File: src/rtl/refresh_wm_pkg.sv
package refresh_wm_pkg;
   localparam int WM_SEL_W = 2;
   typedef logic [WM_SEL_W-1:0] wm_sel_t;
   typedef enum int {FLG_LOW = 0, FLG_HIGH = 1} flag_idx_e;
   localparam int N_FLAGS = 2;
endpackage

File: src/rtl/rf_interval_timer.sv
module rf_interval_timer #(
   parameter int TW          = 14,
   parameter int DEF_TIMEOUT = 'hC30
) (
   input  logic          clk,
   input  logic          rst_n,
   input  logic [TW-1:0] tmo_val,
   output logic          expire
);
   localparam logic [TW-1:0] DEF_W = TW'(DEF_TIMEOUT);

   logic [TW-1:0] cnt_q;
   logic          hit;

   assign hit    = (cnt_q <= TW'(1));
   assign expire = hit;

   always_ff @(posedge clk or negedge rst_n) begin
      if (!rst_n)   cnt_q <= DEF_W;
      else if (hit) cnt_q <= tmo_val;
      else          cnt_q <= cnt_q - TW'(1);
   end
endmodule

File: src/rtl/rf_pending_ctr.sv
module rf_pending_ctr #(
   parameter int CW = 3
) (
   input  logic          clk,
   input  logic          rst_n,
   input  logic          inc,
   input  logic          dec,
   output logic [CW-1:0] count
);
   localparam logic [CW-1:0] CMAX = {CW{1'b1}};

   logic [CW-1:0] cnt_q;
   assign count = cnt_q;

   always_ff @(posedge clk or negedge rst_n) begin
      if (!rst_n) begin
         cnt_q <= '0;
      end else begin
         case ({inc, dec})
            2'b10:   if (cnt_q != CMAX) cnt_q <= cnt_q + CW'(1);
            2'b01:   if (cnt_q != '0)   cnt_q <= cnt_q - CW'(1);
            default: cnt_q <= cnt_q;
         endcase
      end
   end
endmodule

File: src/rtl/rf_wm_compare.sv
module rf_wm_compare
   import refresh_wm_pkg::*;
#(
   parameter int CW   = 3,
   parameter int BASE = 1
) (
   input  logic [CW-1:0] count,
   input  wm_sel_t       sel,
   output logic          above
);
   localparam logic [CW:0] BASE_W = (CW+1)'(BASE);

   logic [CW:0] thr;
   assign thr   = BASE_W + {{(CW+1-WM_SEL_W){1'b0}}, sel};
   assign above = ({1'b0, count} > thr);
endmodule

File: src/rtl/refresh_wm_gen.sv
module refresh_wm_gen
   import refresh_wm_pkg::*;
#(
   parameter int TW          = 14,
   parameter int CW          = 3,
   parameter int DEF_TIMEOUT = 'hC30,
   parameter int LOW_BASE    = 1,
   parameter int HIGH_BASE   = 3
) (
   input  logic          clk,
   input  logic          rst_n,
   input  logic [TW-1:0] tmo_val,
   input  logic [1:0]    low_sel,
   input  logic [1:0]    high_sel,
   input  logic          ref_grant,
   output logic          ref_req,
   output logic          urg_low,
   output logic          urg_high
);
   localparam int CMAX   = (1 << CW) - 1;
   localparam int SEL_MX = (1 << WM_SEL_W) - 1;

   if (TW < 2) begin : g_bad_tw
      $error("refresh_wm_gen: TW must be at least 2");
   end
   if (DEF_TIMEOUT >= (1 << TW)) begin : g_bad_def
      $error("refresh_wm_gen: DEF_TIMEOUT does not fit in TW bits");
   end
   if (LOW_BASE + SEL_MX >= CMAX) begin : g_bad_low
      $error("refresh_wm_gen: low watermark unreachable with CW bits");
   end
   if (HIGH_BASE + SEL_MX >= CMAX) begin : g_bad_high
      $error("refresh_wm_gen: high watermark unreachable with CW bits");
   end

   logic          tick;
   logic [CW-1:0] pend_cnt;
   logic [N_FLAGS-1:0] flag;

   rf_interval_timer #(.TW(TW), .DEF_TIMEOUT(DEF_TIMEOUT)) u_timer (
      .clk     (clk),
      .rst_n   (rst_n),
      .tmo_val (tmo_val),
      .expire  (tick)
   );

   rf_pending_ctr #(.CW(CW)) u_pend (
      .clk   (clk),
      .rst_n (rst_n),
      .inc   (tick),
      .dec   (ref_grant),
      .count (pend_cnt)
   );

   for (genvar g = 0; g < N_FLAGS; g++) begin : g_wm
      localparam int BASE_G = (g == int'(FLG_LOW)) ? LOW_BASE : HIGH_BASE;
      wm_sel_t sel_g;
      assign sel_g = (g == int'(FLG_LOW)) ? low_sel : high_sel;
      rf_wm_compare #(.CW(CW), .BASE(BASE_G)) u_cmp (
         .count (pend_cnt),
         .sel   (sel_g),
         .above (flag[g])
      );
   end

   assign urg_low  = flag[FLG_LOW];
   assign urg_high = flag[FLG_HIGH];
   assign ref_req  = |flag;
endmodule

File: config.mk
export PLATFORM = sky130hd
export DESIGN_NAME = refresh_wm_gen
export DESIGN_NICKNAME = d
export VERILOG_FILES = /design/src/rtl/refresh_wm_pkg.sv /design/src/rtl/rf_interval_timer.sv /design/src/rtl/rf_pending_ctr.sv /design/src/rtl/rf_wm_compare.sv /design/src/rtl/refresh_wm_gen.sv
export SDC_FILE = /design/constraint.sdc
export NUM_CORES = 1
export LEC_CHECK = 0
export ABC_AREA = 1
export BUFFER_PORTS_ARGS = -buffer_cell sky130_fd_sc_hd__buf_2
export CORE_UTILIZATION = 40
export CTS_CLUSTER_SIZE = 12
export DETAILED_ROUTE_END_ITERATION = 8
export GPL_TIMING_DRIVEN = 0
export PLACE_DENSITY = 0.59
export SETUP_SLACK_MARGIN = 0.05
export SLEW_MARGIN = 5
export SYNTH_ARGS = -nofsm -noshare
export SYNTH_HDL_FRONTEND = slang
export SYNTH_SLANG_ARGS = --single-unit
File: constraint.sdc
create_clock -name clk -period 2.36 [get_ports clk]
set_clock_uncertainty 0.15 [all_clocks]
set_input_delay 0.236 -clock clk [delete_from_list [all_inputs] [get_ports clk]]
set_output_delay 0.236 -clock clk [all_outputs]
set_load 0.02 [all_outputs]
After elaboration in Yosys (flattened, before gate mapping):

Cells that the tools add are included.

* register bits: 17
* input port bits: 21
* output and inout port bits: 3
* logic and storage cells: 23

* add/sub/neg operators: 5
* order comparisons: 3
* equal/unequal tests: 5
* muxes and demuxes: 4
* reductions and logical operators: 4

Operators with widths (number)
* <= comparator 14 x 1 -> 1 bit, second input constant: 1
* 2-to-1 mux 14 bit: 1
* subtractor 14 x 1 -> 14 bit, second input constant: 1
* greater-than comparator 3 x 4 -> 1 bit: 2
* 2-to-1 mux 3 bit: 2
* case mux 3 bit (2 select lines): 1
* != test 2 x 1 -> 1 bit, second input constant: 2
* adder 1 x 2 -> 3 bit, first input constant: 1
* adder 2 x 2 -> 3 bit, first input constant: 1
* adder 3 x 1 -> 3 bit, second input constant: 1
* != test 3 bit, second input constant: 1
* AND reduction 3 bit: 1
* nonzero test 3 bit: 1
* subtractor 3 x 1 -> 3 bit, second input constant: 1
* == test 2 x 1 -> 1 bit, second input constant: 1
* == test 2 bit, second input constant: 1
* nonzero test 2 bit: 1
* OR reduction 2 bit: 1

Depth between registers and ports, before layout:

Gate-level depths: netlist (run 1).

* depth after elaboration: 4
* depth in mapped cells: 14
* gate-level depth less buffers: 14

Hierarchy:

Synthesis (run 1) repeated with hierarchy kept, for this count alone.

* cells, all modules: 227
* area, all modules: 1466.4 um^2

Modules (own cells, without submodules)
* rf_interval_timer: times used 1, cells an instance 146, area an instance 975.9 um^2
* rf_pending_ctr: times used 1, cells an instance 45, area an instance 282.8 um^2
* rf_wm_compare (g_wm[0].u_cmp): times used 1, cells an instance 17, area an instance 101.3 um^2
* rf_wm_compare (g_wm[1].u_cmp): times used 1, cells an instance 16, area an instance 95.1 um^2
* refresh_wm_gen: times used 1, cells an instance 3, area an instance 11.3 um^2

Worst setup path after synthesis (run 1):

OpenSTA, ideal clock, no wires.

* path kind: register to register
* start: reg u_timer.cnt_q[0]
* end: reg u_pend.cnt_q[2], in the netlist u_pend.count[2]
* library setup time: 0.126 ns
* arrival time: 1.854 ns
* required time: 2.084 ns
* setup slack: 0.230 ns
* stages on the path, launching flop included: 14
* buffers on the path: 0
* clock period less this slack: 2.130 ns
* cell sequence: dfrtp_1 inv_1 ha_1 nand2_2 nor2_4 nand2_1 nand2_1 nand2_1 ha_1 inv_1 fa_1 xor2_1 nand2_1 o21ai_0

* cells in the longest elaborated chain, start to end: 4
* elaborated cells between the ends (all ways): 8

Ends and longest elaborated chain
* start, declared: RTL line rf_interval_timer.sv:12 `logic [TW-1:0] cnt_q;`
* start signal, assigned: RTL line rf_interval_timer.sv:20 `else if (hit) cnt_q <= tmo_val;`
* start signal, assigned: RTL line rf_interval_timer.sv:21 `else cnt_q <= cnt_q - TW'(1);`
* <= comparator 14 x 1 -> 1 bit *: RTL line rf_interval_timer.sv:15 `assign hit = (cnt_q <= TW'(1));`
* == test 2 x 1 -> 1 bit or == test 2 bit (tied branches): RTL line rf_pending_ctr.sv:19 `case ({inc, dec})`
* != test 2 x 1 -> 1 bit (no source line) or nonzero test 2 bit (tied branches)
* AND reduction 3 bit (no source line)
* end signal, assigned: RTL line rf_pending_ctr.sv:20 `2'b10: if (cnt_q != CMAX) cnt_q <= cnt_q + CW'(1);`
* end signal, assigned: RTL line rf_pending_ctr.sv:21 `2'b01: if (cnt_q != '0) cnt_q <= cnt_q - CW'(1);`
* end signal, assigned: RTL line rf_pending_ctr.sv:22 `default: cnt_q <= cnt_q;`
* end, declared: RTL line rf_pending_ctr.sv:12 `logic [CW-1:0] cnt_q;`

Every way passes the cells marked *; elsewhere a longest branch is shown, timed or not.
A chain may end at the register's enable or synchronous reset.

Worst setup path in the final report (run 1):

* start: reg u_pend.cnt_q[2], in the netlist u_pend.count[2]
* end: out ref_req

* cells in the longest elaborated chain, start to end: 2
* elaborated cells between the ends (all ways): 3

Ends and longest elaborated chain
* greater-than comparator 3 x 4 -> 1 bit: RTL line rf_wm_compare.sv:15 `assign above = ({1'b0, count} > thr);`
* OR reduction 2 bit *: RTL line refresh_wm_gen.sv:68 `assign ref_req = |flag;`
* end, declared: RTL line refresh_wm_gen.sv:16 `output logic ref_req,`

Marks and branches as above.

==> metrics.yaml, run 1 <==
run_status:
  status: "finished clean"
critical_path:
  path_cells: "ha_1 > a21o_1 > o21ai_0 > o21ai_0 > buf_2"
  cpPeakStageDelay_ps: 460
  cp-end-kind: "output pin"
  cp_max_fo: 4
  cp.arrival_ps: 1770
  crit_path_top_delay_cell: "dfrtp_1"
  crit_path_start_kind: "flip-flop"
  crit_type: "reg2out"
  worstPathRequired_ps: 1970
  reg2reg_slack_ps: 240
  cpMostUsedCell: "o21ai_0"
global_routing:
  grt_max_degree: 18
  grt_pass1_wl_um: 5080
  track_usage_pct: 19.4
  overflow: 0
  antenna_found_initial: 0
  grt_pass1_vias: 1241
yosys:
  synthCells: 191
  synthFlopType: "dfrtp_1"
  ys_async_sr_fraction_pct: 100
  syn_area_um2: 1320
  ys_seq_area_share_pct: 32.5
  syn_nets: 225
  ys_types: 21
  synth-edff-count: 0
  ys_seq_elements: 17
  yosysWarnings: 0
  avgSynthCellArea_um2: 6.92
finish:
  most-common-layout-cells: "68 x nand2_1, 28 x inv_1, 23 x nor2_1, 23 x buf_2, 14 x dlygate4sd3_1"
  layout.nets: 268
  drive_gt1_share_pct: 19.3
  area_growth_pct: 28.4
  final_common_cell: "nand2_1"
  antennaDiodeCount: 0
power_and_ir_drop:
  p_per_area_nw_per_um2: 532
  p_leak_uw: 0.000898
  ir_drop_mv: 0.299
  total_power_uw: 904
sta:
  worstMarginPinSlew_ps: 388
  setup_viol: 0
  rsz0062_at_grt: "false"
  finalMaxSlewViolations: 0
  period_share_pct: 91.4
  min_period_ps: 2160
  slew_headroom_pct: 74.1
  timing.fmax_ghz: 0.463
  timing_hold_violations_final: 0
  fin_tns_setup_ps: 0
die:
  dieArea_um2: 3540
  core_um2: 3100
  io_pins: 24
  die_h_um: 59.5
  rows: 20
  dieWidth_um: 59.5
  start_util_pct: 42.6
detailed_routing:
  wire_per_inst_um: 10.1
  routed_wl_um: 2800
  vias_per_cell: 4.49
  antenna_left: 0
  firstDrtPassIters: 4
  drc: 0
  first_iter_violations: 53
  via_count: 1244
placed_design:
  dp_hpwl_um: 2120
  gp_congestion: 0.818
  io_buffers: 23
cts:
  tritoncts: "built"
  cts_root_buf: "clkbuf_4"
  cts.sink_count: 17
  cts_made_buffers: 3
  cts_max_path_buffers: 2
  worstSkewPairLatency_ps: 300
  clkTransAtPathRegs_ps: 110
  htree_levels: 1
job:
  cap_viol_max_count: 0
hold_path:
  hold_class: "in2reg"
[path summary, 6_finish.rpt]
check | to | depth (start not counted) | start
hold reg to reg | u_timer.cnt_q[0] | 1 | u_timer.cnt_q[0]
setup reg to reg | u_pend.count[1] | 11 | u_timer.cnt_q[1]
min in group asynchronous | u_timer.cnt_q[7] | 2 | rst_n
setup / recovery | ref_req | 5 | u_pend.count[2]
max in group asynchronous | u_timer.cnt_q[11] | 2 | rst_n
hold / removal | u_timer.cnt_q[8] | 3 | tmo_val[8]
[timing repair]
item / in CTS / in global routing
setup endpoints to repair: 2 / 3
cloned: 0 / 0
buffers inserted: 1 / 0
hold buffers: 14 / 0
gates resized for setup: 1 / 6
hold endpoints to repair: 29 / 0
pin swaps: 1 / 1
[layout make-up]
type	count	area, um^2
Sequential cell	17	430
Tap cell	44	55.1
Multi-Input combinational cell	142	788
Fill cell	314	1410
Clock inverter	1	5.00
Inverter	30	115
Clock buffer	3	22.5
Buffer	2	18.8
Timing Repair Buffer	38	263
[cell usage after synthesis, types with 2 or more instances]
| library cell | instances | area, um^2 |
|---|---|---|
| o21ai_0 | 10 | 50.1 |
| xor2_1 | 7 | 61.3 |
| dfstp_2 | 4 | 105 |
| nand3b_1 | 2 | 15.0 |
| nand2_1 | 69 | 259 |
| nor2_2 | 3 | 18.8 |
| dfrtp_1 | 13 | 325 |
| ha_1 | 12 | 150 |
| nand4_1 | 2 | 12.5 |
| nor2_1 | 23 | 86.3 |
| nand3_1 | 7 | 35.0 |
| inv_1 | 29 | 109 |
| xnor2_1 | 2 | 17.5 |
[report_power, final]
group | total, uW | internal, uW | switching, uW
sequential | 349 | 318 | 31.2
clock | 158 | 63.1 | 95.1
combinational | 397 | 162 | 235
[per-layer routing]
metal	vias up	global-route usage, %	routed length, um
li1	665	-	-
met1	552	23.1	1310
met2	25	35.2	1360
met3	2	5.68	106
met4	0	2.66	14
met5	-	0	0
[worst max-delay path: cells and delay by family, from the launching register on]
| family | cells | cell delay [ps] |
|---|---|---|
| buffers and inverters | 1 | 170 |
| adder cells (fa/ha/maj) | 1 | 350 |
| flip-flops | 1 | 460 |
| AO/OA/AOI/OAI | 3 | 490 |
[logic make-up (layout without fill, tap and decap cells)]
group / after synthesis / count (layout) / synth area share [%]
XOR/XNOR: 9 / 9 / 5.96
AND/OR/NAND/NOR: 108 / 108 / 33.6
AO/OA/AOI/OAI: 12 / 12 / 4.92
buffers and inverters: 32 / 74 / 10.1
adder cells (fa/ha/maj): 13 / 13 / 12.9
flip-flops: 17 / 17 / 32.5
[sequential cells by signal (all words and copies together) (netlist names)]
name,flops
u_timer.cnt_q,14
u_pend.count,3
[stage by stage]
stage | instances | cell area, um^2 | util (%) | worst slack (ps) | hold WS [ps]
floorplan | 191 | 1320 | - | 230 | -210
global placement | 258 | 1490 | 48.1 | 58.3 | 31.0
detailed placement | 258 | 1490 | 48.1 | 28.2 | 31.2
CTS | 277 | 1670 | 53.8 | 71.2 | 26.7
global route | 277 | 1700 | 54.7 | 53.6 | 32.1
finish | 277 | 1700 | 54.7 | 202 | 33.4
Power figures use the tool's default switching activity.
==> run 2, diff against run 1 <==
- ABC_AREA: 1 -> not set
- CTS_CLUSTER_SIZE: 12 -> 24
- SETUP_SLACK_MARGIN: 0.05 -> 0.15
==> run 2 against run 1 <==
Net effect:
- the flow now finishes with violations (DRC, setup timing)
- core utilization rose by 3.8 points
- global-route usage down 1.0 points
- register-to-register slack worse by 710 ps
- critical endpoint is now u_pend.count[2]
- die area fell by 6.1%
- worst hold slack worse by 4.8 ps
- via count decreased by 7.9%
- sequential power increased by 74%
==> metrics.yaml, run 2 <==
yosys:
  synth_top_area_share_pct: 26.3  # was 24.6%
  ys_top_cells_by_area: "dfrtp_1 26%, ha_1 12%, dfstp_2 8.5%"  # was dfrtp_1 25%, nand2_1 20%, ha_1 11%
  synthCells: 133  # was 191
  synth_commonest_cells: "17 x nor2_1, 14 x inv_1, 13 x dfrtp_1, 12 x ha_1, 8 x a21oi_2"  # was 69 x nand2_1, 29 x inv_1, 23 x nor2_1, 13 x dfrtp_1, 12 x ha_1
  avgSynthCellArea_um2: 9.31  # was 6.92 um^2
  syn_nets: 167  # was 225
  ys_seq_elements: 17  # unchanged
  ys_seq_area_share_pct: 34.7  # was 32.5%
  syn_area_um2: 1240  # was 1320 um^2
  yosysMostFrequentCell: "nor2_1"  # was nand2_1
  synth-edff-count: 0  # unchanged
  ys_types: 40  # was 21
  synthFlopType: "dfrtp_1"  # unchanged
  yosys.area.top_type: "dfrtp_1"  # unchanged
  ys_async_sr_fraction_pct: 100  # unchanged
  yosysWarnings: 0  # unchanged
detailed_routing:
  wire_per_inst_um: 14.3  # was 10.1 um
  antenna_left: 0  # unchanged
  vias_per_cell: 5.36  # was 4.49
  first_iter_violations: 51  # was 53
  drt-met1-wl_um: 1370  # was 1310 um
  via_count: 1146  # was 1244
  drc: 3  # was 0
  wl_met2_um: 1570  # was 1360 um
  top_layer: "met4"  # unchanged
  routed_wl_um: 3050  # was 2800 um
  met3_length_um: 80  # was 106 um
  firstDrtPassIters: 6  # was 4
die:
  die_h_um: 57.7  # was 59.5 um
  start_util_pct: 43.4  # was 42.6%
  dieArea_um2: 3320  # was 3540 um^2
  core_um2: 2850  # was 3100 um^2
  dieWidth_um: 57.7  # was 59.5 um
  io_pins: 24  # unchanged
  rows: 19  # was 20
sta:
  timing.fmax_ghz: 0.354  # was 0.463 GHz
  setup_viol: 4  # was 0
  finalMaxSlewViolations: 0  # unchanged
  rsz0062_at_grt: "true"  # was false
  timing_hold_violations_final: 0  # unchanged
  worstMarginPinSlew_ps: 496  # was 388 ps
  setup_slack_ps: -467  # was 202 ps
  period_share_pct: 120  # was 91.4%
  min_period_ps: 2830  # was 2160 ps
  fin_tns_setup_ps: -1210  # was 0 ps
  slew_headroom_pct: 66.9  # was 74.1%
finish:
  fillCellCount: 265  # was 314
  top_register: "u_timer.cnt_q"  # unchanged
  layout.nets: 218  # was 268
  antennaDiodeCount: 0  # unchanged
  finish.utilization_pct: 58.6  # was 54.7%
  most-common-layout-cells: "22 x buf_2, 20 x buf_4, 16 x nor2_1"  # was 68 x nand2_1, 28 x inv_1, 23 x nor2_1, 23 x buf_2, 14 x dlygate4sd3_1
  finalInstanceArea_um2: 1670  # was 1700 um^2
  drive_gt1_share_pct: 41.5  # was 19.3%
  area_growth_pct: 34.8  # was 28.4%
  largest_reg_flops: 14  # unchanged
  final_common_cell: "buf_2"  # was nand2_1
power_and_ir_drop:
  comb_power_share_pct: 52.9  # was 43.9%
  internal_power_uw: 936  # was 543 uW
  p_leak_uw: 0.000767  # was 0.000898 uW
  p_sw_share_pct: 42.2  # was 39.9%
  p_per_area_nw_per_um2: 970  # was 532 nW/um^2
  ir_drop_mv: 0.448  # was 0.299 mV
  clkPwrFrac_pct: 9.8  # was 17.5%
  power.switching_uw: 685  # was 361 uW
  pwr-share-seq_pct: 37.4  # was 38.6%
cts:
  clkTransAtPathRegs_ps: 110  # about the same
  cts_max_path_buffers: 2  # unchanged
  tritoncts: "built"  # unchanged
  htree_levels: 1  # unchanged
  cts.sink_count: 17  # unchanged
  worstSkewPairLatency_ps: 290  # was 300 ps
  cts_made_buffers: 3  # unchanged
  cts_root_buf: "clkbuf_4"  # unchanged
global_routing:
  track_usage_pct: 18.4  # was 19.4%
  grt_pass1_vias: 1034  # was 1241
  overflow: 0  # unchanged
  grt_pass1_wl_um: 4660  # was 5080 um
  grt_max_degree: 18  # unchanged
  antenna_found_initial: 0  # unchanged
critical_path:
  r2r_cells: 9  # was 11
  crit_path_start_kind: "flip-flop"  # unchanged
  reg2reg_slack_ps: -470  # was 240 ps
  cp_max_fo: 3  # was 4
  timing.critical_path.from: "u_timer.cnt_q[8]"  # was u_pend.count[2]
  crit_path_end: "u_pend.count[2]"  # was ref_req
  r2r-start: "u_timer.cnt_q[8]"  # was u_timer.cnt_q[1]
  crit_type: "reg2reg"  # was reg2out
  cp-end-kind: "flip-flop"  # was output pin
  worstPathRequired_ps: 2400  # was 1970 ps
  cp.arrival_ps: 2860  # was 1770 ps
  regToRegEndpoint: "u_pend.count[2]"  # was u_pend.count[1]
job:
  cap_viol_max_count: 0  # unchanged
run_status:
  violations: "DRC, setup timing"
  status: "complete, but fails checks"  # was finished clean
placed_design:
  dp_slack_ps: -656  # was 28.2 ps
  dp_hpwl_um: 1990  # was 2120 um
  dpl_cell_area_um2: 1420  # was 1490 um^2
  io_buffers: 23  # unchanged
  gp_congestion: 0.743  # was 0.818
hold_path:
  hold_class: "in2reg"  # unchanged
  min_delay_path_depth: 3  # unchanged
-- run 2: changes by cell type after synthesis, sizes merged, moves of 4 or more --
cell,previous run,this run
inv,30,15
nand3,7,1
o21ai,10,3
nor3,0,4
nand2,70,3
xnor2,2,6
nor4,0,6
a21oi,0,15
nor2,27,17
-- run 2: layout make-up --
class                      instances  area, um^2  area share, %
timing repair buffer              46         313           18.7
inverter                          15        61.3           3.67
multi-input combinational         97         769           46.1
clock buffer                       3        22.5           1.35
clock inverter                     1        5.00          0.300
tap                               31        38.8           2.32
sequential                        17         430           25.8
buffer                             4        30.0           1.80
-- run 2: power groups by stage --
stage / Clock, uW / Sequential [uW] / Combinational [uW]
2_1_floorplan: 0 / 571 / 567
3_3_place_gp: 0 / 604 / 694
3_5_place_dp: 0 / 611 / 722
4_1_cts: 165 / 598 / 791
5_1_grt: 173 / 623 / 952
6_report: 158 / 606 / 857
-- run 2: how the worst min path moves through the flow --
stage | from | endpoint | slack (ps)
final | tmo_val[8] | u_timer.cnt_q[8] | 30
after global routing | tmo_val[11] | u_timer.cnt_q[11] | 40
after CTS | tmo_val[8] | u_timer.cnt_q[8] | 30
after detailed placement | rst_n | u_timer.cnt_q[13] | 30
after global placement | rst_n | u_timer.cnt_q[13] | 30
after floorplan | rst_n | u_pend.count[0] | -210
-- run 2: timing repair --
item,CTS,global route
hold endpoints to repair,13,0
buffers inserted,8,14
pin swaps,5,7
hold buffers,1,0
endpoints found under the setup margin,6,5
resized for setup,4,12
-- run 2: kinds of logic after synthesis --
group	count (synthesis)	share of synthesized area, %
simple gates	43	19.5
mux	1	0.909
xor+xnor	10	7.07
compound gates	30	17.7
fa+ha+maj	13	13.7
buf+inv	19	6.36
flops	17	34.7
-- run 2: routing by layer --
layer	global-route usage, %	up-vias
met4	6.12	0
met2	32.2	17
li1	-	571
met5	0	-
met3	1.34	2
met1	24.1	556
-- run 2: through the flow --
step	cells	total power, uW	hold slack (ps)
after floorplan	133	1140	-210
after global placement	187	1300	25.7
after detailed placement	187	1330	25.9
after CTS	200	1550	25.5
after global routing	214	1750	36.7
final	214	1620	28.6
-- run 2: critical path, stage by stage, from the launching register on --
cell and delay [ps]:
dfrtp_1 410, or4_4 560, nor4_4 280, nand2_2 130
buf_8 150, ha_4 160, buf_4 130, or2_0 210
a21oi_1 210, mux2_1 340
